==> src/rtl/servo_pkg.sv <==
package servo_pkg;

  // Output level for frame position k with `ticks` completed steps.
  // Before MIN the pulse is forced high; after MAX it is forced low.
  function automatic logic pulse_on(input int unsigned k,
                                    input int unsigned ticks,
                                    input int unsigned width,
                                    input int unsigned min_c,
                                    input int unsigned max_c);
    return (k < min_c) || ((ticks < width) && (k < max_c));
  endfunction

endpackage

==> src/rtl/servo_frame_timer.sv <==
module servo_frame_timer #(
  parameter int unsigned FRAME_CLKS = 1_000_000,
  parameter int unsigned PW         = 13,
  parameter int unsigned TW         = 9,
  localparam int unsigned FW        = $clog2(FRAME_CLKS)
) (
  input  logic          clk,
  input  logic          rst,
  input  logic [PW-1:0] tc_act,
  output logic [FW-1:0] frame_cnt,
  output logic [TW-1:0] ticks,
  output logic          frame_wrap
);

  localparam logic [FW-1:0] LAST_K = FW'(FRAME_CLKS - 1);

  logic [PW-1:0] step_cnt;
  logic          step_tick;

  assign frame_wrap = (frame_cnt == LAST_K);
  assign step_tick  = (step_cnt == tc_act);

  always_ff @(posedge clk) begin
    if (rst) begin
      frame_cnt <= '0;
      step_cnt  <= '0;
      ticks     <= '0;
    end else if (frame_wrap) begin
      frame_cnt <= '0;
      step_cnt  <= '0;
      ticks     <= '0;
    end else begin
      frame_cnt <= frame_cnt + 1'b1;
      if (step_tick) begin
        step_cnt <= '0;
        if (ticks != '1) ticks <= ticks + 1'b1;
      end else begin
        step_cnt <= step_cnt + 1'b1;
      end
    end
  end

endmodule

==> src/rtl/servo_cfg_regs.sv <==
module servo_cfg_regs #(
  parameter int unsigned NCH       = 5,
  parameter int unsigned AW        = 3,
  parameter int unsigned WW        = 8,
  parameter int unsigned PW        = 13,
  parameter int unsigned RST_TC    = 4999,
  parameter int unsigned RST_WIDTH = 15
) (
  input  logic                   clk,
  input  logic                   rst,
  input  logic                   wr_en,
  input  logic [AW-1:0]          wr_addr,
  input  logic [PW-1:0]          wr_data,
  input  logic                   load,
  output logic [NCH-1:0][WW-1:0] w_act,
  output logic [PW-1:0]          tc_act,
  output logic                   en_act
);

  localparam logic [AW-1:0] TC_ADDR = AW'(NCH);
  localparam logic [AW-1:0] EN_ADDR = AW'(NCH + 1);

  logic [NCH-1:0][WW-1:0] w_pend;
  logic [PW-1:0]          tc_pend;
  logic                   en_pend;

  always_ff @(posedge clk) begin
    if (rst) begin
      for (int i = 0; i < NCH; i++) begin
        w_pend[i] <= WW'(RST_WIDTH);
        w_act[i]  <= WW'(RST_WIDTH);
      end
      tc_pend <= PW'(RST_TC);
      tc_act  <= PW'(RST_TC);
      en_pend <= 1'b0;
      en_act  <= 1'b0;
    end else begin
      if (wr_en) begin
        for (int i = 0; i < NCH; i++)
          if (wr_addr == AW'(i)) w_pend[i] <= wr_data[WW-1:0];
        if (wr_addr == TC_ADDR) tc_pend <= wr_data;
        if (wr_addr == EN_ADDR) en_pend <= wr_data[0];
      end
      if (load) begin
        w_act  <= w_pend;
        tc_act <= tc_pend;
        en_act <= en_pend;
      end
    end
  end

endmodule

==> src/rtl/servo_pulse_chan.sv <==
module servo_pulse_chan
  import servo_pkg::*;
#(
  parameter int unsigned FW       = 20,
  parameter int unsigned TW       = 9,
  parameter int unsigned WW       = 8,
  parameter int unsigned MIN_CLKS = 25_000,
  parameter int unsigned MAX_CLKS = 125_000
) (
  input  logic [FW-1:0] frame_cnt,
  input  logic [TW-1:0] ticks,
  input  logic [WW-1:0] width,
  input  logic          en,
  output logic          pwm
);

  assign pwm = en & pulse_on(32'(frame_cnt), 32'(ticks), 32'(width),
                             MIN_CLKS, MAX_CLKS);

endmodule

==> src/rtl/servo_pwm_bank.sv <==
module servo_pwm_bank #(
  parameter int unsigned NCH        = 5,
  parameter int unsigned FRAME_CLKS = 1_000_000,
  parameter int unsigned MIN_CLKS   = 25_000,
  parameter int unsigned MAX_CLKS   = 125_000,
  parameter int unsigned WW         = 8,
  parameter int unsigned PW         = 13,
  parameter int unsigned RST_TC     = 4999,
  parameter int unsigned RST_WIDTH  = 15,
  localparam int unsigned AW        = $clog2(NCH + 2),
  localparam int unsigned FW        = $clog2(FRAME_CLKS),
  localparam int unsigned TW        = WW + 1
) (
  input  logic           clk,
  input  logic           rst,
  input  logic           wr_en,
  input  logic [AW-1:0]  wr_addr,
  input  logic [PW-1:0]  wr_data,
  output logic [NCH-1:0] pwm_o,
  output logic           frame_start_o
);

  logic [NCH-1:0][WW-1:0] w_act;
  logic [PW-1:0]          tc_act;
  logic                   en_act;
  logic [FW-1:0]          frame_cnt;
  logic [TW-1:0]          ticks;
  logic                   frame_wrap;   // last cycle of a frame; shadow load edge

  servo_cfg_regs #(
    .NCH(NCH), .AW(AW), .WW(WW), .PW(PW),
    .RST_TC(RST_TC), .RST_WIDTH(RST_WIDTH)
  ) u_regs (
    .clk(clk), .rst(rst), .wr_en(wr_en), .wr_addr(wr_addr),
    .wr_data(wr_data), .load(frame_wrap),
    .w_act(w_act), .tc_act(tc_act), .en_act(en_act)
  );

  servo_frame_timer #(
    .FRAME_CLKS(FRAME_CLKS), .PW(PW), .TW(TW)
  ) u_timer (
    .clk(clk), .rst(rst), .tc_act(tc_act),
    .frame_cnt(frame_cnt), .ticks(ticks), .frame_wrap(frame_wrap)
  );

  for (genvar g = 0; g < NCH; g++) begin : g_chan
    servo_pulse_chan #(
      .FW(FW), .TW(TW), .WW(WW),
      .MIN_CLKS(MIN_CLKS), .MAX_CLKS(MAX_CLKS)
    ) u_chan (
      .frame_cnt(frame_cnt), .ticks(ticks), .width(w_act[g]),
      .en(en_act), .pwm(pwm_o[g])
    );
  end

  assign frame_start_o = (frame_cnt == '0);

endmodule

==> config.mk <==
export PLATFORM = sky130hd
export DESIGN_NAME = servo_pwm_bank
export DESIGN_NICKNAME = d
export VERILOG_FILES = /design/src/rtl/servo_pkg.sv /design/src/rtl/servo_frame_timer.sv /design/src/rtl/servo_cfg_regs.sv /design/src/rtl/servo_pulse_chan.sv /design/src/rtl/servo_pwm_bank.sv
export SDC_FILE = /design/constraint.sdc
export NUM_CORES = 1
export LEC_CHECK = 0
export ABC_CLOCK_PERIOD_IN_PS = 3400
export BUFFER_PORTS_ARGS = -buffer_cell sky130_fd_sc_hd__clkbuf_2
export CAP_MARGIN = 10
export CORE_MARGIN = 1
export CORE_UTILIZATION = 41
export DETAILED_ROUTE_END_ITERATION = 8
export MAX_ROUTING_LAYER = met4
export SKIP_CTS_REPAIR_TIMING = 1
export SLEW_MARGIN = 20
export SYNTH_ARGS = -nofsm -noshare
export SYNTH_HDL_FRONTEND = slang
export SYNTH_SLANG_ARGS = --single-unit
==> constraint.sdc <==
create_clock -name clk -period 3.4 [get_ports clk]
set_input_delay 1.02 -clock clk [delete_from_list [all_inputs] [get_ports clk]]
set_output_delay 1.02 -clock clk [all_outputs]
set_load 0.03 [all_outputs]
# == Yosys cells after proc, flatten, opt, wreduce, memory -nomap -nowiden ==
# Cells that the tools add are included.
# word_totals
ff_bits,150
inputBits,19
output_inout_bits,6
elab_cells,63
# classes
n_addsub,3
order_cmp,7
n_eq_ne,9
bitwise_logic,5
n_reduce_logical,22
# ops
op,n
less-than comparator 9 x 8 -> 1 bit,5
"adder 20 x 1 -> 20 bit, second input constant",1
"== test 20 bit, second input constant",1
zero test 20 bit,1
"less-than comparator 20 x 15 -> 1 bit, second input constant",1
"less-than comparator 20 x 17 -> 1 bit, second input constant",1
AND reduction 2 bit,8
"adder 13 x 1 -> 13 bit, second input constant",1
== test 13 bit,1
"adder 9 x 1 -> 9 bit, second input constant",1
"== test 3 bit, second input constant",3
"inequality test 9 bit, second input constant",1
"== test 3 x 2 -> 1 bit, second input constant",2
AND 1 bit,5
logical AND 1 bit,5
logical OR 1 bit,5
"== test 3 x 1 -> 1 bit, second input constant",1
zero test 3 bit,1
OR reduction 3 bit,1
OR reduction 2 bit,1

# == Longest topological paths before layout ==
# logic_depth
word_depth,4
depth_mapped,9

# == By module ==
# Synthesis repeated with hierarchy kept, for this count alone.
# hier_totals
hier_cells,809
hier_area_um2,7487.2
# by_module_without_submodules
module,instances,cells_per_inst,area_per_inst_um2,seq_area_each_um2
servo_cfg_regs,1,377,4112.7,2162.1
servo_frame_timer,1,229,1991.9,840.8
servo_pulse_chan,5,39,267.8,0.0
servo_pwm_bank,1,8,43.8,0.0

# == Worst setup path after synthesis ==
# Ideal clock, no wire load.
# synth_path
path_kind,register to output
from,reg u_timer.frame_cnt[13]
to,out frame_start_o
arrival_time_ns,1.686
t_required_ns,2.380
slack_ns,0.694
stages_incl_launch_ff,5
path_buffers,0
path_cell_list,dfxtp_1 or4_4 nor2_1 nand2_1 nor3_1
# synth_between
elab_chain_cells,1
# synth_lines
element,line,source
"start, declared",servo_frame_timer.sv:10,"output logic [FW-1:0] frame_cnt,"
"start signal, assigned",servo_frame_timer.sv:33,frame_cnt <= frame_cnt + 1'b1;
zero test 20 bit,servo_pwm_bank.sv:56,assign frame_start_o = (frame_cnt == '0);
"end, declared",servo_pwm_bank.sv:20,output logic frame_start_o
# Every way passes these cells.

# == Final worst setup path ==
# layout_path
from,reg u_timer.ticks[7]
to,out pwm_o[1]
# layout_between
elab_chain_cells,4
# layout_lines
element,line,source
"start, declared",servo_frame_timer.sv:11,"output logic [TW-1:0] ticks,"
"start signal, assigned",servo_frame_timer.sv:36,if (ticks != '1) ticks <= ticks + 1'b1;
less-than comparator 9 x 8 -> 1 bit,servo_pkg.sv:10,return (k < min_c) || ((ticks < width) && (k < max_c));
logical AND 1 bit,servo_pkg.sv:10,
logical OR 1 bit,servo_pkg.sv:10,
AND 1 bit,servo_pulse_chan.sv:17,"assign pwm = en & pulse_on(32'(frame_cnt), 32'(ticks), 32'(width),"
"end, declared",servo_pwm_bank.sv:19,"output logic [NCH-1:0] pwm_o,"
# Every way passes these cells.

==> results <==
- After detailed placement, the design holds a cell count of roughly 1000.
- The number of enable-type register cells in the synthesized netlist is 0.
- The via density per instance is around 5.1.
- The antenna diode count is 0.
- The cell type with the highest aggregate area in the netlist is dfxtp_1.
- Dividing total power by cell area gives a power density of ~500 nW/um^2.
- After clock tree synthesis, the clock-pin slew on the worst setup and hold paths is 0.06 ns.
- In this run the tightest slew margin relative to its limit is between 40% and 50%.
- The count of buffers added on input and output ports is 24.
- By area the synthesized netlist is led by dfxtp_1 44%, nand2_1 11%, ha_1 7.4%.
- The final clock skew is between 0.007 and 0.008 ns.
- The leading register cell type out of synthesis is dfxtp_1.
- Dividing the detail-routed wire length by the instance count gives around 15 um.
- In this run the vertical extent of the chip is 131 um.
- The number of antenna violations at the first check in global routing is 0.
- The number of flip-flops and latches in the synthesized netlist is 150.
- The placed wire-length estimate after detailed placement is between 10000 and 15000 um.
- Subtracting the final worst setup slack from the clock period gives 3.22 ns.
- The worst-skew pair later-pin latency is approximately 0.42 ns.
- The global route total overflow is 0.
- For this run, the top clock speed supported by timing is 311 MHz.
- STA classifies the critical path endpoint as a primary output.
- The first global-routing pass estimated around 26000 um of wire.
- Summing every instance area after synthesis gives 6810 sq um.
- The remaining antenna violation count after routing is 0.
- The CTS tree is done.
- Entering global routing, the biggest net connects 56 pins.
- Together, buffers and inverters on the worst path number 1.
- From synthesis to final layout, the design area changed by 12.7%.
- Yosys printed 0 warnings.
- The via count of the first global-routing pass is between 5000 and 6000.
- After synthesis, the share of flip-flops with an asynchronous set or reset is 0%.
- Sequential cells were found to cover between 40% and 50% of the synthesized design area.
- The kind of cell with the highest combined delay along the critical path is compound AO/OA/AOI/OAI gates.
- The number of buffers on the longest clock path is 2.
- Dividing the synthesized area by the synthesized cell count gives around 8.4 sq um.
- Data on the critical path arrives at its endpoint at around 2.2 ns.
- The floorplan has 46 rows.
- The largest individual stage delay along the critical path comes from the cell dfxtp_1.
- The worst-margin pin slew is about 0.86 ns.
- The number of nets handed over by synthesis was a little under 900.
- The placement-stage worst setup slack is 0.535 ns.
- The run finished with clean final reports.
- The worst stage delay on the critical path is 0.51 ns.
- Setup repair after global routing left no endpoint under its margin.
- The die covers ~17000 sq um.
- The final number of max-transition violations is 0.
- The number of distinct library cells after synthesis is 46.
- The worst hold path class is reg -> reg.
- The post-layout worst setup margin is 0.184 ns.
- The worst setup path is launched from a flip-flop.
- The core region is ~16000 sq um.
- The horizontal die dimension is 131 um.
- The H-tree depth is 4.
- Of all nets on the critical path, the largest fanout is 8.
- The period utilization is between 90 and 100%.
- The first detailed-routing pass ran for 5 iterations.
- The final setup violation count is 0.
- In the synthesized netlist, the number of instances is around 810.
- The worst setup path is of the reg -> out kind.
- Global routing consumed, over all layers together, a little over a fifth of the routing resources.
- The detailed-route via count is between 5000 and 6000.
- The share of layout cells above drive strength 1 is about a tenth.
- The final hold violation count is 0.
- The proportion of netlist area held by the largest area contributor is roughly 44%.
- Leaving out filler cells and counting taps, the final layout contains about 1100.
- The global placement routability congestion is 0.847.
- Setup total negative slack on the finished layout was measured at 0 ns.
- The root cell of the clock tree is clkbuf_16.
- Pin placement for this block handled 25 I/O pins.
- The required time reported for the critical path endpoint is around 2.4 ns.
- For this design the static power due to leakage is between 3 and 4 nW.
- The number of violations reported at the end of detailed-routing iteration 0 is roughly 430.
- Max-cap violations in this run came to 0.
- The clock sink count is 150.
- The count of nets after finishing is 887.
- VDD sags by at most around 0.37 mV.
- After detailed routing, the number of remaining DRC violations is 0.
- The total wirelength of the detailed-routed design is about 16000 um.
- The sum of internal, switching and leakage power is approximately 0.0038 W.
- The initial core utilization is 42.4%.
- Clock tree synthesis inserted a total of 17 buffers.
- The critical path goes through ha_1 > and4b_1 > a221oi_1 > a31o_2 > clkbuf_2.
through the flow:
stage	cell area, sq um	util, %	hold WS [ns]
4_1_cts	7670	47.7	0.454
2_1_floorplan	6810	-	0.432
6_report	7670	47.8	0.450
3_3_place_gp	7070	44.0	0.439
3_5_place_dp	7070	44.0	0.446
5_1_grt	7670	47.8	0.467
tightest hold or removal path: cells and delay by family (launching register included):
family | cells | cell delay, ns
flip-flops | 1 | 0.31
AND/OR/NAND/NOR | 1 | 0.05
AO/OA/AOI/OAI | 1 | 0.05
registers in the layout (all words and copies together), names as in the netlist:
register	flops
u_timer.ticks	9
u_regs.en_act	1
u_timer.step_cnt	13
u_timer.frame_cnt	20
u_regs.en_pend	1
u_regs.w_pend	40
u_regs.tc_pend	13
u_regs.w_act	40
u_regs.tc_act	13
placed cells by master, fill, tap and decap left out, types with 6 or more instances in the layout:
cell,n
and3_1,9
nor3_1,14
buf_4,9
nor2_1,54
xor2_1,26
dfxtp_1,150
mux2i_1,19
inv_1,41
a21o_1,9
or3_1,6
nand2_1,197
ha_1,40
xnor2_1,16
clkbuf_16,17
o211ai_1,17
nand2b_1,8
o21ai_0,7
nand3_1,49
clkbuf_2,24
a21oi_1,55
routing by layer:
metal / part of all wire, % / vias to the layer above / GRT usage (%)
met3: 3.8 / 16 / 4.23
li1: - / 2768 / -
met5: 0 / - / -
met4: 1.5 / 0 / 7.03
met2: 42 / 108 / 29.7
met1: 53 / 2465 / 29.5
cell families (layout without fill, tap and decap cells):
family	after synthesis	in the layout	synth area share [%]
XOR/XNOR	42	42	5.40
multiplexers	19	19	2.79
buffers and inverters	79	107	5.49
AO/OA/AOI/OAI	111	111	10.3
AND/OR/NAND/NOR	371	371	24.6
flip-flops	150	150	44.1
adder cells (fa/ha/maj)	40	40	7.35
Yosys cell counts, types with 14 or more instances:
library cell,n
xor2_1,26
dfxtp_1,150
nor3_1,14
ha_1,40
nand3_1,49
clkbuf_1,17
o211ai_1,17
nand2_1,197
mux2i_1,19
xnor2_1,16
inv_1,41
nor2_1,54
a21oi_1,56
area by class of cell:
cell class / instances / area [sq um]
clock inverters: 12 / 143
fillers: 1585 / 8390
well taps: 216 / 270
flip-flops and latches: 150 / 3000
repair buffers: 34 / 208
multi-input cells: 583 / 3440
inverters: 42 / 158
clock buffers: 19 / 453
final timing paths:
kind | startpoint | to | slack (ns) | cells past startpoint
setup / recovery | u_timer.ticks[7] | pwm_o[1] | 0.18 | 5
hold reg to reg | u_regs.w_act[4] | u_regs.w_act[4] | 0.45 | 2
setup reg to reg | u_timer.frame_cnt[13] | u_regs.w_act[37] | 0.94 | 6
hold / removal | u_regs.w_act[4] | u_regs.w_act[4] | 0.45 | 2
report_power, final:
part | leakage (nW) | switching, W | internal, W
clock network | 0.291 | 0.000768 | 0.00113
registers | 1.21 | 0.0000175 | 0.00178
logic | 1.71 | 0.0000858 | 0.0000386
(Power assumes the default switching activity.)
